## src/rtl/pcmd_pkg.sv

```systemverilog
package pcmd_pkg;
    localparam int BUF_BYTES = 264;
    localparam int BUF_HALF  = 132;
    localparam int PTR_W     = $clog2(BUF_BYTES + 1);

    localparam logic [7:0] OP_WAKE      = 8'h11;
    localparam logic [7:0] OP_DET_OFF   = 8'h22;
    localparam logic [7:0] OP_DET_ON    = 8'h33;
    localparam logic [7:0] OP_SNK_OFF   = 8'h44;
    localparam logic [7:0] OP_SNK_ON    = 8'h55;
    localparam logic [7:0] OP_SRC_OFF   = 8'h66;
    localparam logic [7:0] OP_SRC_DEF   = 8'h77;
    localparam logic [7:0] OP_SRC_HV    = 8'h88;
    localparam logic [7:0] OP_SEARCH    = 8'h99;
    localparam logic [7:0] OP_ONE_MORE  = 8'hAA;
    localparam logic [7:0] OP_FRS       = 8'hCC;
    localparam logic [7:0] OP_TX_RELOAD = 8'hDD;
    localparam logic [7:0] OP_RX_RELOAD = 8'hEE;
    localparam logic [7:0] OP_IDLE      = 8'hFF;

    typedef enum logic {
        CMD_IDLE = 1'b0,
        CMD_EXEC = 1'b1
    } cmd_state_e;

    typedef struct packed {
        logic det;
        logic snk;
        logic src;
        logic hv;
        logic look;
    } ctl_t;
endpackage

```

## src/rtl/pcmd_bufptr.sv

```systemverilog
module pcmd_bufptr #(
    parameter int PW      = 9,
    parameter int LIMIT   = 264,
    parameter bit SPLIT   = 1'b0,
    parameter int HALF    = 132
) (
    input  logic          clk,
    input  logic          rst_n,
    input  logic          step,
    input  logic          reload,
    output logic [PW-1:0] ptr
);
    localparam logic [PW-1:0] ONE   = PW'(1);
    localparam logic [PW-1:0] TOP   = PW'(LIMIT);
    localparam logic [PW-1:0] UPPER = PW'(HALF + 1);
    localparam logic [PW-1:0] MID   = PW'(HALF);

    logic [PW-1:0] reload_val;

    generate
        if (SPLIT) begin : g_split
            always_comb reload_val = (ptr > MID) ? UPPER : ONE;
        end else begin : g_flat
            always_comb reload_val = ONE;
        end
    endgenerate

    always_ff @(posedge clk or negedge rst_n) begin
        if (!rst_n) begin
            ptr <= ONE;
        end else if (reload) begin
            ptr <= reload_val;
        end else if (step && ptr < TOP) begin
            ptr <= ptr + ONE;
        end
    end
endmodule

```

## src/rtl/pcmd_fsm.sv

```systemverilog
module pcmd_fsm
    import pcmd_pkg::*;
(
    input  logic       clk,
    input  logic       rst_n,
    input  logic       cmd_we,
    input  logic [7:0] cmd_data,
    input  logic       cfg_drp,
    input  logic       cfg_frs_en,
    input  logic       cfg_is_src,
    input  logic       goodcrc_sent,
    output ctl_t       ctl,
    output logic       frs_req,
    output logic       rx_one_more,
    output logic       rx_det_clr,
    output logic       i2c_err,
    output logic       tx_reload,
    output logic       rx_reload
);
    cmd_state_e state_q, state_d;
    logic [7:0] op_q;
    logic       exec;

    always_comb begin
        state_d = state_q;
        unique case (state_q)
            CMD_IDLE: if (cmd_we) state_d = CMD_EXEC;
            CMD_EXEC: state_d = cmd_we ? CMD_EXEC : CMD_IDLE;
            default:  state_d = CMD_IDLE;
        endcase
    end

    always_ff @(posedge clk or negedge rst_n) begin
        if (!rst_n) begin
            state_q <= CMD_IDLE;
            op_q    <= 8'h00;
        end else begin
            state_q <= state_d;
            if (cmd_we) op_q <= cmd_data;
        end
    end

    assign exec      = (state_q == CMD_EXEC);
    assign tx_reload = exec && (op_q == OP_TX_RELOAD);
    assign rx_reload = exec && (op_q == OP_RX_RELOAD);

    always_ff @(posedge clk or negedge rst_n) begin
        if (!rst_n) begin
            ctl         <= '0;
            frs_req     <= 1'b0;
            rx_one_more <= 1'b0;
            rx_det_clr  <= 1'b0;
            i2c_err     <= 1'b0;
        end else begin
            frs_req    <= 1'b0;
            rx_det_clr <= 1'b0;
            if (rx_one_more && goodcrc_sent) begin
                rx_det_clr  <= 1'b1;
                rx_one_more <= 1'b0;
            end
            if (exec) begin
                case (op_q)
                    OP_WAKE, OP_IDLE, OP_TX_RELOAD, OP_RX_RELOAD: ;
                    OP_DET_OFF:  ctl.det <= 1'b0;
                    OP_DET_ON:   ctl.det <= 1'b1;
                    OP_SNK_OFF:  ctl.snk <= 1'b0;
                    OP_SNK_ON: begin
                        ctl.snk <= 1'b1;
                        ctl.det <= 1'b1;
                    end
                    OP_SRC_OFF: begin
                        ctl.src <= 1'b0;
                        ctl.hv  <= 1'b0;
                    end
                    OP_SRC_DEF: begin
                        ctl.src <= 1'b1;
                        ctl.hv  <= 1'b0;
                    end
                    OP_SRC_HV: begin
                        ctl.src <= 1'b1;
                        ctl.hv  <= 1'b1;
                    end
                    OP_SEARCH:   if (cfg_drp) ctl.look <= 1'b1;
                    OP_ONE_MORE: rx_one_more <= 1'b1;
                    OP_FRS:      frs_req <= cfg_is_src && cfg_frs_en;
                    default:     i2c_err <= 1'b1;
                endcase
            end
        end
    end
endmodule

```

## src/rtl/pcmd_ctrl.sv

```systemverilog
module pcmd_ctrl
    import pcmd_pkg::*;
(
    input  logic             clk,
    input  logic             rst_n,
    input  logic             cmd_we,
    input  logic [7:0]       cmd_data,
    input  logic             cfg_drp,
    input  logic             cfg_frs_en,
    input  logic             cfg_is_src,
    input  logic             tx_byte_we,
    input  logic             rx_byte_re,
    input  logic             goodcrc_sent,
    output logic             vbus_det_en,
    output logic             snk_en,
    output logic             src_en,
    output logic             src_hv,
    output logic             look4conn,
    output logic             frs_req,
    output logic             rx_one_more,
    output logic             rx_det_clr,
    output logic             i2c_err,
    output logic [7:0]       pwr_status,
    output logic [PTR_W-1:0] tx_ptr,
    output logic [PTR_W-1:0] rx_ptr
);
    ctl_t ctl;
    logic tx_reload, rx_reload;

    pcmd_fsm u_fsm (
        .clk          (clk),
        .rst_n        (rst_n),
        .cmd_we       (cmd_we),
        .cmd_data     (cmd_data),
        .cfg_drp      (cfg_drp),
        .cfg_frs_en   (cfg_frs_en),
        .cfg_is_src   (cfg_is_src),
        .goodcrc_sent (goodcrc_sent),
        .ctl          (ctl),
        .frs_req      (frs_req),
        .rx_one_more  (rx_one_more),
        .rx_det_clr   (rx_det_clr),
        .i2c_err      (i2c_err),
        .tx_reload    (tx_reload),
        .rx_reload    (rx_reload)
    );

    pcmd_bufptr #(.PW(PTR_W), .LIMIT(BUF_BYTES), .SPLIT(1'b0), .HALF(BUF_HALF)) u_txp (
        .clk    (clk),
        .rst_n  (rst_n),
        .step   (tx_byte_we),
        .reload (tx_reload),
        .ptr    (tx_ptr)
    );

    pcmd_bufptr #(.PW(PTR_W), .LIMIT(BUF_BYTES), .SPLIT(1'b1), .HALF(BUF_HALF)) u_rxp (
        .clk    (clk),
        .rst_n  (rst_n),
        .step   (rx_byte_re),
        .reload (rx_reload),
        .ptr    (rx_ptr)
    );

    assign vbus_det_en = ctl.det;
    assign snk_en      = ctl.snk;
    assign src_en      = ctl.src;
    assign src_hv      = ctl.hv;
    assign look4conn   = ctl.look;
    assign pwr_status  = {2'b00, ctl.hv, ctl.src, ctl.det, 2'b00, ctl.snk};
endmodule

```

## config.mk

```make
export PLATFORM = sky130hd
export DESIGN_NAME = pcmd_ctrl
export DESIGN_NICKNAME = d
export VERILOG_FILES = /design/src/rtl/pcmd_pkg.sv /design/src/rtl/pcmd_bufptr.sv /design/src/rtl/pcmd_fsm.sv /design/src/rtl/pcmd_ctrl.sv
export SDC_FILE = /design/constraint.sdc
export NUM_CORES = 1
export LEC_CHECK = 0
export ABC_AREA = 1
export CORE_ASPECT_RATIO = 1.5
export CORE_MARGIN = 1.5
export CORE_UTILIZATION = 44
export DETAILED_ROUTE_END_ITERATION = 6
export GPL_TIMING_DRIVEN = 0
export PLACE_DENSITY = 0.76
export SLEW_MARGIN = 5
export SYNTH_ARGS = -nofsm -noshare
export SYNTH_HDL_FRONTEND = slang
export SYNTH_SLANG_ARGS = --single-unit
```

## constraint.sdc

```tcl
create_clock -name clk -period 1.3 [get_ports clk]
set_clock_uncertainty 0.15 [all_clocks]
set_input_delay 0.195 -clock clk [delete_from_list [all_inputs] [get_ports clk]]
set_output_delay 0.195 -clock clk [all_outputs]
set_load 0.005 [all_outputs]
```

## Yosys cells after proc, flatten, opt, wreduce, memory -nomap -nowiden

Cells that the tools add are included.

| operators by class | value |
|---|---|
| equal/unequal tests | 14 |
| muxes and demuxes | 15 |
| reductions and logical operators | 18 |
| order comparisons | 3 |
| $mul | 0 |
| bitwise logic cells | 1 |
| div/mod/pow operators | 0 |
| shift operators | 0 |
| add/sub/neg operators | 2 |

Operators by type and width:

| operator | number |
|---|---|
| equality test 8 bit, second input constant | 7 |
| two-way mux 9 bit | 4 |
| equality test 8 x 7 -> 1 bit, second input constant | 4 |
| adder 9 x 1 -> 9 bit, second input constant | 2 |
| less-than comparator 9 bit, second input constant | 2 |
| equality test 8 x 6 -> 1 bit, second input constant | 2 |
| OR reduction 14 bit | 1 |
| greater-than comparator 9 x 8 -> 1 bit, second input constant | 1 |
| equality test 8 x 5 -> 1 bit, second input constant | 1 |
| two-way mux 8 bit | 1 |
| AND reduction 2 bit | 4 |
| nonzero test 2 bit | 4 |
| two-way mux 1 bit | 7 |
| logical AND 1 bit | 6 |
| one-hot mux 2 bit (3 select lines) | 1 |
| one-hot mux 1 bit (2 select lines) | 2 |
| AND reduction 3 bit | 1 |
| nonzero test 3 bit | 1 |
| OR reduction 2 bit | 1 |
| inverter 1 bit | 1 |

| word-level totals | value |
|---|---|
| logic and storage cells | 66 |
| output and inout port bits | 35 |
| bits in latches | 0 |
| memories | 0 |
| input bits | 17 |
| register bits after elaboration | 36 |
| bits in read-only memories | 0 |
| bits in writable memories | 0 |

## Logic depth before layout (Yosys ltp)

Gate-level depths: netlist of the first run.

| logic depth | value |
|---|---|
| depth after elaboration | 4 |
| depth in mapped cells | 11 |
| mapped depth without buffers | 10 |

## Cells and area by module

A second synthesis of the first run with hierarchy kept.

| second synthesis, totals | value |
|---|---|
| cells, all modules | 287 |
| area, all modules | 2178.3 um^2 |

By module, submodules not included:

| module | area each (um^2) | cells each | sequential area each (um^2) | instances |
|---|---|---|---|---|
| pcmd_fsm | 872.1 | 107 | 450.4 | 1 |
| pcmd_bufptr at u_rxp | 639.4 | 89 | 226.5 | 1 |
| pcmd_bufptr at u_txp | 603.1 | 82 | 226.5 | 1 |
| pcmd_ctrl | 63.8 | 9 | 0.0 | 1 |

## Least setup slack after synthesis of the first run

OpenSTA, ideal clock, no wires.

| timing | value |
|---|---|
| path type | register to register |
| from | register u_rxp.ptr[0] |
| to | register u_rxp.ptr[6] |
| required time | 1033 ps |
| arrival time | 1223 ps |
| slack | -190 ps |
| library setup time | 117 ps |
| buffers on the path | 0 |
| period minus slack after synthesis | 1490 ps |
| stages on the path, launching flop included | 8 |
| path through | dfstp_2 > ha_1 > nand3_1 > nor2_1 > nand2_1 > xnor2_1 > nand3_1 > nand2_1 |

| on the way | value |
|---|---|
| cells in the longest elaborated chain, start to end | 3 |
| elaborated cells on any way between the ends | 6 |
| classes of those cells | add/sub (1); order compare (1); mux (2); reduce/logical (2) |

Ends and longest elaborated chain:

| what | RTL line | text |
|---|---|---|
| from (decl) | pcmd_bufptr.sv:11 | `output logic [PW-1:0] ptr` |
| from (signal assigned) | pcmd_bufptr.sv:32 | `ptr <= reload_val;` |
| from (signal assigned) | pcmd_bufptr.sv:34 | `ptr <= ptr + ONE;` |
| adder 9 x 1 -> 9 bit or less-than comparator 9 bit (tied branches) | pcmd_bufptr.sv:34, pcmd_bufptr.sv:33 |  |
| two-way mux 9 bit or logical AND 1 bit (tied branches) | pcmd_bufptr.sv:33 | `end else if (step && ptr < TOP) begin` |
| two-way mux 9 bit or nonzero test 2 bit (tied branches) | - |  |

Parallel ways exist; a longest one is shown, timed or not. The select of a mux whose other input is x is not followed.
A chain may end at the register's enable or synchronous reset.

## Worst setup path after layout of the first run

| timing | value |
|---|---|
| from | register u_rxp.ptr[4] |
| to | register u_rxp.ptr[7] |

| on the way | value |
|---|---|
| cells in the longest elaborated chain, start to end | 3 |
| elaborated cells on any way between the ends | 8 |
| classes of those cells | add/sub (1); order compare (2); mux (3); reduce/logical (2) |

Ends and longest elaborated chain:

| what | RTL line |
|---|---|
| adder 9 x 1 -> 9 bit (tied with other cells) | pcmd_bufptr.sv:34 |
| two-way mux 9 bit (tied with other cells) | pcmd_bufptr.sv:33 |
| two-way mux 9 bit or nonzero test 2 bit (tied branches) | - |

Parallel ways exist; a longest one is shown, timed or not. The select of a mux whose other input is x is not followed.

==> results of run 1 <==
placed cells by master (no fill, tap or decap), drive strengths merged, types with 2 or more instances in the layout:
| cell type | instances |
|---|---|
| clkdlybuf4s50 | 15 |
| dfrtp | 34 |
| nor2 | 35 |
| xnor2 | 3 |
| nand4 | 3 |
| ha | 3 |
| clkbuf | 9 |
| inv | 28 |
| clkdlybuf4s15 | 14 |
| o21ai | 12 |
| conb | 4 |
| dlygate4sd2 | 8 |
| nand2 | 93 |
| dfstp | 2 |
| xor2 | 7 |
| mux2 | 6 |
| nand3 | 23 |
| clkinv | 2 |
| buf | 69 |
through the flow:
step	TNS, ps	instance area, um2	hold slack [ps]	util [%]
floorplan	-951	2140	-251	-
global placement	-41060	2670	296	59.2
detailed placement	-6660	2660	202	59.1
CTS	-3550	3290	-116	73.1
global route	-6390	3450	-81.4	76.6
finish	-4230	3450	-158	76.6
flip-flops by register name, indices dropped and copies added (netlist names):
name / cells
u_rxp.ptr: 9
u_txp.ptr: 9
u_fsm.op_q: 8
u_fsm.ctl: 5
u_fsm.exec: 1
u_fsm.frs_req: 1
u_fsm.i2c_err: 1
u_fsm.rx_det_clr: 1
u_fsm.rx_one_more: 1
worst reg2reg max path, cell delays in order (launching register included):
cell     delay, ps
dfrtp_1        400
buf_6          130
nor2_4          90
nand2_2         80
o21ai_2        180
nand2_2        140
nand2_4        150
inv_4           60
nand2_1         50
nand2_1         60
logic make-up after synthesis:
| family | count (synthesis) | synth area share, % |
|---|---|---|
| buffers and inverters | 41 | 9.37 |
| adder cells (fa/ha/maj) | 3 | 1.83 |
| flip-flops | 36 | 43.9 |
| multiplexers | 6 | 3.29 |
| other | 1 | 0.182 |
| XOR/XNOR | 10 | 4.26 |
| AND/OR/NAND/NOR | 157 | 33.4 |
| AO/OA/AOI/OAI | 14 | 3.77 |
worst paths after layout:
check                      slack (ps)          from  cells after the start           end
setup / recovery                 -280  u_rxp.ptr[4]                      9  u_rxp.ptr[7]
hold reg to reg                   390  u_rxp.ptr[6]                      2  u_rxp.ptr[6]
hold / removal                   -160         rst_n                      1  u_rxp.ptr[1]
max in group asynchronous         560         rst_n                      1  u_txp.ptr[6]
setup reg to reg                 -280  u_rxp.ptr[4]                      9  u_rxp.ptr[7]
min in group clk                  240        cmd_we                      1    u_fsm.exec
routing by layer:
| layer | wire [um] | global-route usage, % |
|---|---|---|
| met5 | 0 | 0 |
| met4 | 134 | 9.09 |
| met3 | 214 | 3.88 |
| met2 | 3300 | 42.3 |
| met1 | 2270 | 24.9 |
cell type report:
cell class                 instances  area [um2]
multi-input combinational        195        1250
fill                             305        1050
sequential                        36         912
timing repair buffer              99         901
inverter                          30         128
clock buffer                       7        96.3
buffer                             9        76.3
tap                               48        60.1
clock inverter                     1        30.0
report_power, final:
| part | internal, uW | switching [uW] |
|---|---|---|
| sequential | 1340 | 178 |
| combinational | 1160 | 956 |
| clock | 677 | 408 |
repair_timing:
action,in CTS,in global routing
resized for setup,140,39
buffers inserted,42,11
pin swaps,39,27
cloned,2,0
endpoints found under the setup margin,60,43
endpoints found under the hold margin,34,34
==> impl_metrics.csv, run 1 <==
group,metric,value,unit
outcome,status,"finished, violations left",
outcome,failed_checks,"negative hold slack, negative setup slack",
sta,layout_min_cycle_time,1580,ps
clock_tree,cts_tree,"yes",
global_routing,grt_pass1_wl,8.87,mm
floorplan,die_x,58.8,um
logic_synthesis,syn_area,0.00206,mm2
detailed_routing,viasPerCell,5.06,
detailed_routing,ant_nets,0,
clock_tree,clk_latency,290,ps
worst_setup_path,cp_cell_sequence,"buf_6 -> nor2_4 -> nand2_2 -> o21ai_2 -> nand2_2 -> nand2_4 -> inv_4 -> nand2_1 -> nand2_1",
power_and_ir_drop,cellPowerDensity,1370,mW/mm2
worst_setup_path,path_max_fanout,6,
clock_tree,cts-root-buf,"clkbuf_8",
logic_synthesis,synth_most_common_cell,"nand2_1",
logic_synthesis,synth_top_area_cell,"dfrtp_1",
floorplan,die_area,0.00510,mm2
detailed_routing,dr.pass1.iters,4,
worst_setup_path,slowest_delay,400,ps
sta,max-slew-margin-rel,44.3,%
logic_synthesis,netlist.area_leader.share,41.4,%
detailed_routing,wl,5.92,mm
global_routing,grt-ovfl-total,0,
detailed_routing,drtIter0Drc,99,
placement,placedCellCount,366,
worst_setup_path,end_kind,"flip-flop",
global_routing,grt_antenna_before_repair,0,
power_and_ir_drop,total_power,4720,uW
sta,holdWs,-158,ps
worst_setup_path,path_class,"reg2reg",
placement,place_hpwl,3.25,mm
floorplan,rows,30,
power_and_ir_drop,power.leakage,0.00176,uW
cells_and_area,antenna_cells,0,
worst_setup_path,arrival,1610,ps
detailed_routing,route.detailed.wl_per_inst,13.9,um
clock_tree,numClockSinks,36,
worst_setup_path,start_kind,"flip-flop",
run,drv_cap,0,
floorplan,start_util,45.6,%
sta,layout_setup_ws,-283,ps
global_routing,grt_pass1_vias,2029,
placement,place.gp.congestion,0.887,
sta,worst_pin_slew,835,ps
clock_tree,cts_buffers,5,
logic_synthesis,synth_edf_count,0,
floorplan,ioPinCount,52,
detailed_routing,drc,0,
logic_synthesis,yosys-top-cells-count,"nand2_1, dfrtp_1, nor2_1",
sta,fmax,0.632,GHz
clock_tree,clkSlewWorstSetupHoldPaths,80,ps
min_path,hp-class,"in2async",
logic_synthesis,synth_flop_cell,"dfrtp_1",
sta,final_max_slew_viol_count,0,
cells_and_area,area_growth,67.9,%
worst_setup_path,cp_top_family,"simple AND/OR/NAND/NOR gates",
detailed_routing,vias,2150,
logic_synthesis,ys_seq_area_share,43.9,%
global_routing,grt_max_degree,37,
worst_setup_path,crit_required,1330,ps
logic_synthesis,syn_inst,268,
logic_synthesis,avgSynthCellArea,7.67,um2
placement,post-place-ws,-413,ps
sta,final-setup-viol-count,28,
power_and_ir_drop,vdd_ir_drop_max,0.00113,V
clock_tree,htree_levels,2,
sta,min_period_over_period,122,%
logic_synthesis,synth-seq-cells,36,
logic_synthesis,ys_async_sr_fraction,100,%
floorplan,coreArea,0.00450,mm2
clock_tree,clk_path_buf_depth,2,
global_routing,grt_usage,22.8,%
logic_synthesis,yosys-top-cells-area,"dfrtp_1, nand2_1, nor2_1, nand3_1, inv_1",
worst_setup_path,slowest_stage,"dfrtp_1",
floorplan,die_y,86.7,um
cells_and_area,stdcell_count,425,
cells_and_area,nNetsFinal,396,
sta,hold_violations,34,
sta,rsz0062_at_grt,"yes",
worst_setup_path,crit_buf_inv,2,
cells_and_area,drive_gt1_share,46.2,%
logic_synthesis,synth.yosys.warnings,0,
logic_synthesis,ys_types,29,
placement,port_buffers,47,
Note: power is estimated with default switching activity, not from simulation.
==> run 2: changes to the inputs <==
CTS_CLUSTER_DIAMETER = 40   (was not set)
REMOVE_ABC_BUFFERS = 1   (was not set)
SKIP_LAST_GASP = 1   (was not set)
==> impl_metrics.csv, run 2 (synthesis results as in run 1) <==
group,metric,value,unit
global_routing,grt_max_degree,37,
global_routing,grt_usage,22.2,%
global_routing,grt-ovfl-total,0,
cells_and_area,antenna_cells,0,
floorplan,die_y,86.7,um
cells_and_area,area_growth,59.0,%
worst_setup_path,arrival,1610,ps
cells_and_area,final-seq-area,911,um2
placement,place_hpwl,3.03,mm
worst_setup_path,r2r_cells,7,
worst_setup_path,crit_required,1340,ps
sta,fmax,0.636,GHz
sta,fin_tns_setup,-4080,ps
worst_setup_path,reg2reg_slack,-270,ps
placement,place.gp.congestion,0.835,
run,drv_cap,0,
placement,placed_area,0.00251,mm2
sta,layout_setup_ws,-272,ps
cells_and_area,biggestRegsByFlops,"u_rxp.ptr (9), u_txp.ptr (9), u_fsm.op_q (8)",
worst_setup_path,path_max_fanout,3,
floorplan,rows,30,
power_and_ir_drop,vdd_ir_drop_max,0.000854,V
detailed_routing,wl,5.63,mm
detailed_routing,wl_met3,224,um
worst_setup_path,critical_path_depth,7,
sta,layout_min_cycle_time,1570,ps
worst_setup_path,path_class,"reg2reg",
detailed_routing,drt-met1-wl,2.11,mm
clock_tree,cts-root-buf,"clkbuf_8",
min_path,hp-class,"in2async",
clock_tree,htree_levels,2,
cells_and_area,final_util,72.6,%
outcome,status,"finished, violations left",
sta,final-setup-viol-count,24,
detailed_routing,dr.pass1.iters,4,
worst_setup_path,slowest_stage,"dfstp_2",
clock_tree,clk_path_buf_depth,2,
clock_tree,clkSlewWorstSetupHoldPaths,70,ps
clock_tree,clk_latency,290,ps
worst_setup_path,end_kind,"flip-flop",
cells_and_area,mostFrequentLayoutCells,"nand2_1, buf_4, dfrtp_1",
placement,post-place-ws,-318,ps
floorplan,ioPinCount,52,
cells_and_area,fillerInstances,322,
worst_setup_path,crit_buf_inv,0,
sta,holdWs,-166,ps
clock_tree,cts_tree,"yes",
worst_setup_path,reg2reg_to,"u_rxp.ptr[6]",
global_routing,grt_antenna_before_repair,0,
floorplan,die_x,58.8,um
worst_setup_path,cp_cell_sequence,"ha_2 -> nand3_2 -> nor2_1 -> nand2_1 -> xnor2_1 -> nand3_1 -> nand2_1",
power_and_ir_drop,cellPowerDensity,1290,mW/mm2
sta,hold_violations,34,
worst_setup_path,rr_startpoint,"u_rxp.ptr[0]",
outcome,failed_checks,"negative hold slack, negative setup slack",
sta,min_period_over_period,121,%
global_routing,grt_pass1_vias,2099,
clock_tree,numClockSinks,36,
cells_and_area,finalInstanceArea,0.00327,mm2
cells_and_area,nNetsFinal,385,
detailed_routing,route.detailed.wl_per_inst,13.6,um
worst_setup_path,start_kind,"flip-flop",
worst_setup_path,slowest_delay,570,ps
sta,rsz0062_at_grt,"yes",
detailed_routing,highest_layer,"met4",
cells_and_area,drive_gt1_share,40.7,%
worst_setup_path,startpoint,"u_rxp.ptr[0]",
detailed_routing,wl_met2,3.15,mm
worst_setup_path,cp_top_family,"flip-flops",
detailed_routing,ant_nets,0,
cells_and_area,final_common_cell,"nand2_1",
placement,port_buffers,47,
detailed_routing,drc,0,
detailed_routing,viasPerCell,5.13,
sta,max-slew-margin-rel,47.1,%
detailed_routing,drtIter0Drc,55,
worst_setup_path,endpoint,"u_rxp.ptr[6]",
sta,worst_pin_slew,793,ps
detailed_routing,vias,2123,
power_and_ir_drop,power.leakage,0.00169,uW
floorplan,coreArea,0.00450,mm2
cells_and_area,multiInputGateArea,0.00123,mm2
worst_setup_path,cpMostUsedCell,"nand2_1",
floorplan,die_area,0.00510,mm2
floorplan,start_util,45.6,%
clock_tree,cts_buffers,5,
global_routing,grt_pass1_wl,8.70,mm
sta,final_max_slew_viol_count,0,
==> run 2: timing repair <==
action | in CTS | in global routing
hold endpoints to repair | 34 | 34
resized for setup | 107 | 64
setup buffers | 43 | 9
pin swaps | 28 | 23
gates cloned | 2 | 0
endpoints found under the setup margin | 54 | 45
==> run 2: where the power goes <==
part | total [uW] | internal, uW | switching (uW)
clock | 828 | 423 | 406
sequential | 1500 | 1330 | 169
combinational | 1900 | 990 | 905
==> run 2: layout make-up <==
class | instances | area share, %
well taps | 48 | 1.84
clock buffers | 6 | 2.53
repair buffers | 96 | 25.9
multi-input cells | 196 | 37.7
inverters | 30 | 3.83
clock inverters | 2 | 0.306
flip-flops and latches | 36 | 27.9
==> run 2: worst min-delay path by stage <==
stage / startpoint / slack, ps / cells after the start / end
global route: rst_n / -80 / 1 / u_txp.ptr[6]
detailed placement: rst_n / 180 / 1 / u_txp.ptr[6]
CTS: rst_n / -140 / 1 / u_txp.ptr[7]
global placement: u_fsm.ctl[0] / 310 / 1 / u_fsm.ctl[0]
finish: rst_n / -170 / 1 / u_txp.ptr[8]
floorplan: rst_n / -250 / 0 / u_fsm.ctl[0]
==> run 2: stage by stage <==
stage,cells,total power [uW]
global route,414,4480
CTS,408,3930
floorplan,260,2070
finish,414,4220
global placement,355,2620
detailed placement,355,2650
==> run 2: metal layers <==
| metal | vias up | global-route usage (%) |
|---|---|---|
| met1 | 1014 | 23.8 |
| met5 | - | 0 |
| met3 | 16 | 3.73 |
| met2 | 71 | 40.8 |
| li1 | 1022 | - |
| met4 | 0 | 10.7 |
==> run 3: changes to the inputs <==
SLEW_MARGIN = not set   (was 5)
==> results of run 3 <==
Same layout as run 2: the final DEF is identical, and so are final timing and power.
